`src/rtl/ifu_pkg.sv`:
```
package ifu_pkg;

    typedef enum logic [1:0] {
        ST_AOK = 2'd0,
        ST_HLT = 2'd1,
        ST_ADR = 2'd2,
        ST_INS = 2'd3
    } ifu_stat_e;

    localparam logic [3:0] OP_NOP   = 4'h0;
    localparam logic [3:0] OP_HALT  = 4'h1;
    localparam logic [3:0] OP_RRMV  = 4'h2;
    localparam logic [3:0] OP_IRMV  = 4'h3;
    localparam logic [3:0] OP_RMMV  = 4'h4;
    localparam logic [3:0] OP_MRMV  = 4'h5;
    localparam logic [3:0] OP_ALU   = 4'h6;
    localparam logic [3:0] OP_JUMP  = 4'h7;
    localparam logic [3:0] OP_CALL  = 4'h8;
    localparam logic [3:0] OP_RET   = 4'h9;
    localparam logic [3:0] OP_PUSH  = 4'hA;
    localparam logic [3:0] OP_POP   = 4'hB;
    localparam logic [3:0] REG_NONE = 4'hF;

    localparam int WIN_BYTES = 6;
    localparam int LEN_W     = 3;

    typedef struct packed {
        logic [3:0]  icode;
        logic [3:0]  ifun;
        logic [3:0]  ra;
        logic [3:0]  rb;
        logic [31:0] valc;
        logic        has_reg;
        logic        has_const;
        logic        op_ok;
    } ifu_fields_t;

    // Legal instruction/function code pairs.
    function automatic logic op_legal(input logic [3:0] code, input logic [3:0] fn);
        case (code)
            OP_ALU:  return fn <= 4'd3;
            OP_JUMP: return fn <= 4'd6;
            OP_NOP, OP_HALT, OP_RRMV, OP_IRMV, OP_RMMV, OP_MRMV,
            OP_CALL, OP_RET, OP_PUSH, OP_POP: return fn == 4'd0;
            default: return 1'b0;
        endcase
    endfunction

    function automatic logic op_has_reg(input logic [3:0] code);
        case (code)
            OP_RRMV, OP_IRMV, OP_RMMV, OP_MRMV, OP_ALU, OP_PUSH, OP_POP: return 1'b1;
            default: return 1'b0;
        endcase
    endfunction

    function automatic logic op_has_const(input logic [3:0] code);
        case (code)
            OP_IRMV, OP_RMMV, OP_MRMV, OP_JUMP, OP_CALL: return 1'b1;
            default: return 1'b0;
        endcase
    endfunction

    function automatic logic [LEN_W-1:0] op_length(input logic reg_b, input logic const_b);
        return LEN_W'(1) + (reg_b ? LEN_W'(1) : LEN_W'(0)) + (const_b ? LEN_W'(4) : LEN_W'(0));
    endfunction

endpackage

```
`src/rtl/ifu_field_split.sv`:
```
module ifu_field_split
    import ifu_pkg::*;
(
    input  logic [8*WIN_BYTES-1:0] win,
    output ifu_fields_t            fields
);
    localparam int CONST_BYTES = 4;

    logic [7:0] wbyte [WIN_BYTES];

    for (genvar k = 0; k < WIN_BYTES; k++) begin : g_bytes
        assign wbyte[k] = win[8*k +: 8];
    end

    logic [31:0] const_after_reg;
    logic [31:0] const_no_reg;

    for (genvar k = 0; k < CONST_BYTES; k++) begin : g_const
        assign const_after_reg[8*k +: 8] = wbyte[k+2];
        assign const_no_reg[8*k +: 8]    = wbyte[k+1];
    end

    logic [3:0] code;
    logic [3:0] fn;
    logic       legal;
    logic       reg_b;
    logic       const_b;

    always_comb begin
        code    = wbyte[0][7:4];
        fn      = wbyte[0][3:0];
        legal   = op_legal(code, fn);
        reg_b   = legal && op_has_reg(code);
        const_b = legal && op_has_const(code);

        fields.icode     = code;
        fields.ifun      = fn;
        fields.op_ok     = legal;
        fields.has_reg   = reg_b;
        fields.has_const = const_b;
        fields.ra        = reg_b ? wbyte[1][7:4] : REG_NONE;
        fields.rb        = reg_b ? wbyte[1][3:0] : REG_NONE;
        if (!const_b)
            fields.valc = '0;
        else if (reg_b)
            fields.valc = const_after_reg;
        else
            fields.valc = const_no_reg;
    end

endmodule

```
`src/rtl/ifu_status_eval.sv`:
```
module ifu_status_eval
    import ifu_pkg::*;
#(
    parameter int PC_W      = 32,
    parameter int MEM_BYTES = 256
) (
    input  logic [PC_W-1:0] pc,
    input  logic [3:0]      icode,
    input  logic            op_ok,
    input  logic            has_reg,
    input  logic            has_const,
    output logic [PC_W-1:0] valp,
    output ifu_stat_e       inst_stat
);
    localparam logic [PC_W:0] MEM_LIM = (PC_W+1)'(MEM_BYTES);

    logic [LEN_W-1:0] len;
    logic [PC_W:0]    span_end;
    logic             start_bad;
    logic             span_bad;

    always_comb begin
        len       = op_length(has_reg, has_const);
        span_end  = {1'b0, pc} + (PC_W+1)'(len);
        start_bad = {1'b0, pc} >= MEM_LIM;
        span_bad  = span_end > MEM_LIM;
        valp      = pc + PC_W'(len);

        if (start_bad)
            inst_stat = ST_ADR;
        else if (!op_ok)
            inst_stat = ST_INS;
        else if (span_bad)
            inst_stat = ST_ADR;
        else if (icode == OP_HALT)
            inst_stat = ST_HLT;
        else
            inst_stat = ST_AOK;
    end

endmodule

```
`src/rtl/ifu_pc_ctrl.sv`:
```
module ifu_pc_ctrl
    import ifu_pkg::*;
#(
    parameter int PC_W = 32
) (
    input  logic            clk,
    input  logic            rst,
    input  logic [PC_W-1:0] valp,
    input  ifu_stat_e       inst_stat,
    output logic [PC_W-1:0] pc,
    output ifu_stat_e       run_stat
);
    always_ff @(posedge clk) begin
        if (rst) begin
            pc       <= '0;
            run_stat <= ST_AOK;
        end else if (run_stat == ST_AOK) begin
            if (inst_stat == ST_AOK)
                pc <= valp;
            else
                run_stat <= inst_stat;
        end
    end

endmodule

```
`src/rtl/ifetch_unit.sv`:
```
module ifetch_unit
    import ifu_pkg::*;
#(
    parameter int PC_W      = 32,
    parameter int MEM_BYTES = 256
) (
    input  logic                    clk,
    input  logic                    rst,
    output logic [PC_W-1:0]         fetch_pc,
    input  logic [8*WIN_BYTES-1:0]  win_bytes,
    output logic [3:0]              icode,
    output logic [3:0]              ifun,
    output logic [3:0]              ra,
    output logic [3:0]              rb,
    output logic [31:0]             valc,
    output logic [PC_W-1:0]         valp,
    output logic [1:0]              inst_stat,
    output logic [1:0]              run_stat
);
    ifu_fields_t     fields;
    ifu_stat_e       cur_stat;
    ifu_stat_e       run_q;
    logic [PC_W-1:0] pc_q;
    logic [PC_W-1:0] next_pc;

    ifu_field_split u_split (
        .win    (win_bytes),
        .fields (fields)
    );

    ifu_status_eval #(
        .PC_W      (PC_W),
        .MEM_BYTES (MEM_BYTES)
    ) u_eval (
        .pc        (pc_q),
        .icode     (fields.icode),
        .op_ok     (fields.op_ok),
        .has_reg   (fields.has_reg),
        .has_const (fields.has_const),
        .valp      (next_pc),
        .inst_stat (cur_stat)
    );

    ifu_pc_ctrl #(
        .PC_W (PC_W)
    ) u_ctrl (
        .clk       (clk),
        .rst       (rst),
        .valp      (next_pc),
        .inst_stat (cur_stat),
        .pc        (pc_q),
        .run_stat  (run_q)
    );

    assign fetch_pc  = pc_q;
    assign icode     = fields.icode;
    assign ifun      = fields.ifun;
    assign ra        = fields.ra;
    assign rb        = fields.rb;
    assign valc      = fields.valc;
    assign valp      = next_pc;
    assign inst_stat = cur_stat;
    assign run_stat  = run_q;

endmodule

```
`config.mk`:
```
export PLATFORM = sky130hd
export DESIGN_NAME = ifetch_unit
export DESIGN_NICKNAME = d
export VERILOG_FILES = /design/src/rtl/ifu_pkg.sv /design/src/rtl/ifu_field_split.sv /design/src/rtl/ifu_status_eval.sv /design/src/rtl/ifu_pc_ctrl.sv /design/src/rtl/ifetch_unit.sv
export SDC_FILE = /design/constraint.sdc
export NUM_CORES = 1
export LEC_CHECK = 0
export ABC_AREA = 1
export CAP_MARGIN = 25
export CORE_MARGIN = 5
export CORE_UTILIZATION = 40
export DETAILED_ROUTE_END_ITERATION = 6
export PLACE_DENSITY_LB_ADDON = 0.25
export SKIP_LAST_GASP = 1
export SYNTH_ARGS = -nofsm -noshare
export SYNTH_HDL_FRONTEND = slang
export SYNTH_SLANG_ARGS = --single-unit
```
`constraint.sdc`:
```
create_clock -name clk -period 3.6 [get_ports clk]
set_input_delay 0.36 -clock clk [delete_from_list [all_inputs] [get_ports clk]]
set_output_delay 0.36 -clock clk [all_outputs]
set_load 0.005 [all_outputs]
```
==> impl_metrics.tcl, run 1 <==
set metrics [dict create \
    ys_seq_area_frac 0.2196 \
    grt_antenna_before_repair 0 \
    setup.worst_path.class "in2out" \
    drt_iter0_drc 415 \
    final_layout_size_suffix_gt1_frac 0.2028 \
    grt_pass1_wl_mm 22.49 \
    routedWlPerCell_um 16.65 \
    rrSetupSlack_ps 440 \
    antenna_left 0 \
    gp_congestion 0.9950 \
    port_buffers 165 \
    power_density_nw_per_um2 149.3 \
    critical_path.max_stage_delay_ps 260 \
    insertedDiodeCount 0 \
    start_util 0.4053 \
    leakage_uw 0.002620 \
    dieWidth_um 98.03 \
    vdd_drop_max_mv 0.1653 \
    total_power_uw 852.0 \
    synth.net_count 612 \
    maxCapViolations 0 \
    cts_max_level 2 \
    r2r-end "u_ctrl.pc[5]" \
    crit_top_cell "nand2_1" \
    syn_to_final_growth_pct 84.09 \
    max-clock-path-buffers 2 \
    max_freq_mhz 288.2 \
    first_pass_iters 5 \
    critical-path-top-delay-family "simple AND/OR/NAND/NOR gates" \
    hp-class "reg2reg" \
    critPathLaunchType "input port" \
    cts_buffers 5 \
    synth.area.mux_share 0 \
    vias 4633 \
    dpl.hpwl_mm 11.29 \
    grt-ovfl-total 0 \
    wl_mm 14.92 \
    path_max_fanout 6 \
    dieArea_um2 9609 \
    synth.distinct_cells 30 \
    synth_top_family_by_area "simple AND/OR/NAND/NOR gates" \
    cts_sinks 34 \
    nNetsFinal 847 \
    clk_pin_slew_ps 70 \
    yosys.area_share.adder 0.008074 \
    route.detailed.drc 0 \
    synthSimpleGateAreaFrac 0.5168 \
    slew_headroom 0.6343 \
    setup_tns_ps 0 \
    grt_max_degree 33 \
    synth-compound-area-share 0.07711 \
    via_per_inst 5.171 \
    status "complete, no violations" \
    r2r_cells 18 \
    min_to "u_ctrl.pc[9]" \
    timing.rr.start "u_ctrl.pc[13]" \
    finalClockSkew_ps 13.78 \
    clock_latency_ps 300 \
    arrival_ps 3110 \
    cts_tree "built" \
    fp-row-count 32 \
    syn_area_um2 3099 \
    grt_pass1_vias 4423 \
    die_h_um 98.03 \
    rsz0062_at_grt "yes" \
    critPathCaptureType "output pin" \
    synthCells 560 \
    ios 166 \
    setup_viol 0 \
    avgSynthCellArea_um2 5.534 \
    clock-root-buffer "clkbuf_8" \
    core_area_um2 7647 \
    crit_path_cell_trace "dlygate4sd2_1 -> inv_1 -> nand2_2 -> a21oi_2 -> buf_4 -> nand3_4 -> xor2_1 -> inv_1 -> ha_2 -> inv_2 -> nand2_4 -> nand2_8 -> nand2_8 -> nand2_1 -> nand2_1 -> nand2_1 -> nor2_2 -> nand2_1 -> nor2_1 -> nand2_1 -> nor2_2 -> nand3_2 -> a21oi_2 -> clkdlybuf4s15_2" \
    critPathBufInv 6 \
    crit_slowest_cell "dlygate4sd2_1" \
    fin_crit_ps 3470 \
    required_ps 3240 \
    hold_viol_final 0 \
    final_util 0.7461 \
    period_share 0.9639 \
    final_max_slew_viol_count 0 \
    yosysWarningCount 0 \
    hp-start "u_ctrl.pc[9]" \
    worst_slew_pin_slew_ps 543.5 \
    ys_ff_latch 34 \
    postCtsHoldBufs 0 \
    whs_path_depth 2 \
    synthXorXnorAreaFrac 0.02826 \
    grt_usage 0.2859 \
]
## cells in the final DEF, fill, tap and decap left out, types with 10 or more instances in the layout
master and instances:
clkdlybuf4s50_1 146, nand3_1 31, nor2_1 73, buf_4 80, dfxtp_1 34, a21oi_1 34, nand4_1 17, nor2_2 10
nand2_1 166, nand2_2 19, inv_1 76
## timing repair
| action | CTS | global route |
|---|---|---|
| buffers inserted | 20 | 3 |
| endpoints found under the setup margin | 24 | 26 |
| cloned | 1 | 2 |
| pin swaps | 16 | 25 |
| gates resized for setup | 42 | 43 |
## per-layer routing
layer	vias up	routed length [um]	track usage
li1	2217	-	-
met1	2130	5678	0.3238
met2	232	7482	0.5288
met3	54	1138	0.05286
met4	0	617	0.1054
met5	-	0	0
## worst max path at each step
stage                       startpoint           end  cells past startpoint
final                     win_bytes[1]  inst_stat[0]                     24
after global routing      win_bytes[1]  inst_stat[0]                     24
after CTS                 win_bytes[2]  inst_stat[0]                     20
after detailed placement  win_bytes[6]  inst_stat[0]                     20
after floorplan           win_bytes[0]  u_ctrl.pc[8]                     22
after global placement    win_bytes[6]  inst_stat[0]                     20
## cells in the mapped netlist, drive strengths merged
| cell type | count | area (um^2) |
|---|---|---|
| nor2 | 85 | 350.3 |
| nand4 | 18 | 127.6 |
| ha | 2 | 25.02 |
| nand3 | 36 | 197.7 |
| inv | 85 | 319.1 |
| xor2 | 10 | 87.58 |
| buf | 12 | 97.59 |
| nand2 | 193 | 764.5 |
| nand3b | 3 | 22.52 |
| clkinv | 2 | 7.510 |
| dfxtp | 34 | 680.7 |
| nor3 | 12 | 76.33 |
| clkbuf | 11 | 41.29 |
| o21ai | 9 | 45.04 |
| or3 | 1 | 6.260 |
| a21oi | 38 | 193.9 |
| nor4 | 9 | 56.30 |
## state kept, by name, indices dropped and copies added, names as in the netlist
signal and flops:
u_ctrl.pc 32, u_ctrl.run_stat 2
## kinds of logic after synthesis
logic type,after synthesis
compound gates,47
xor+xnor,10
fa+ha+maj,2
buf+inv,110
flops,34
simple gates,357
## where the power goes
group,switching [uW],internal (uW)
registers,2.41,379
logic,74.9,102
clock network,146,148
## worst min-delay path, stage by stage, from the launching register on
cell and delay [ps]:
dfxtp_1 320, inv_2 90, nor2_1 40
## area by class of cell
type | instances | area (um^2)
clock buffer | 6 | 82.58
fill | 644 | 1942
inverter | 87 | 326.6
multi-input combinational | 419 | 2200
sequential | 34 | 680.7
tap | 102 | 127.6
timing repair buffer | 248 | 2288
## through the flow
| step | cells | hold WS, ps | area (um^2) | worst slack (ps) |
|---|---|---|---|---|
| floorplan | 560 | 467.3 | 3099 | 330.4 |
| global placement | 864 | 466.3 | 5190 | -612.1 |
| detailed placement | 864 | 469.0 | 5190 | -653.5 |
| CTS | 891 | 479.0 | 5540 | -0.9048 |
| global route | 896 | 519.3 | 5705 | -85.89 |
| finish | 896 | 492.1 | 5705 | 129.9 |
No activity file was read; power rests on OpenSTA's default activity.
==> inputs of run 2 (changes only) <==
--- a/config.mk
+++ b/config.mk
@@ -9,6 +9,7 @@
 export CAP_MARGIN = 25
 export CORE_MARGIN = 5
 export CORE_UTILIZATION = 40
+export CTS_CLUSTER_SIZE = 12
 export DETAILED_ROUTE_END_ITERATION = 6
 export PLACE_DENSITY_LB_ADDON = 0.25
 export SKIP_LAST_GASP = 1
==> results of run 2 <==
The final DEF is identical to that of run 1; final timing and power are the same.
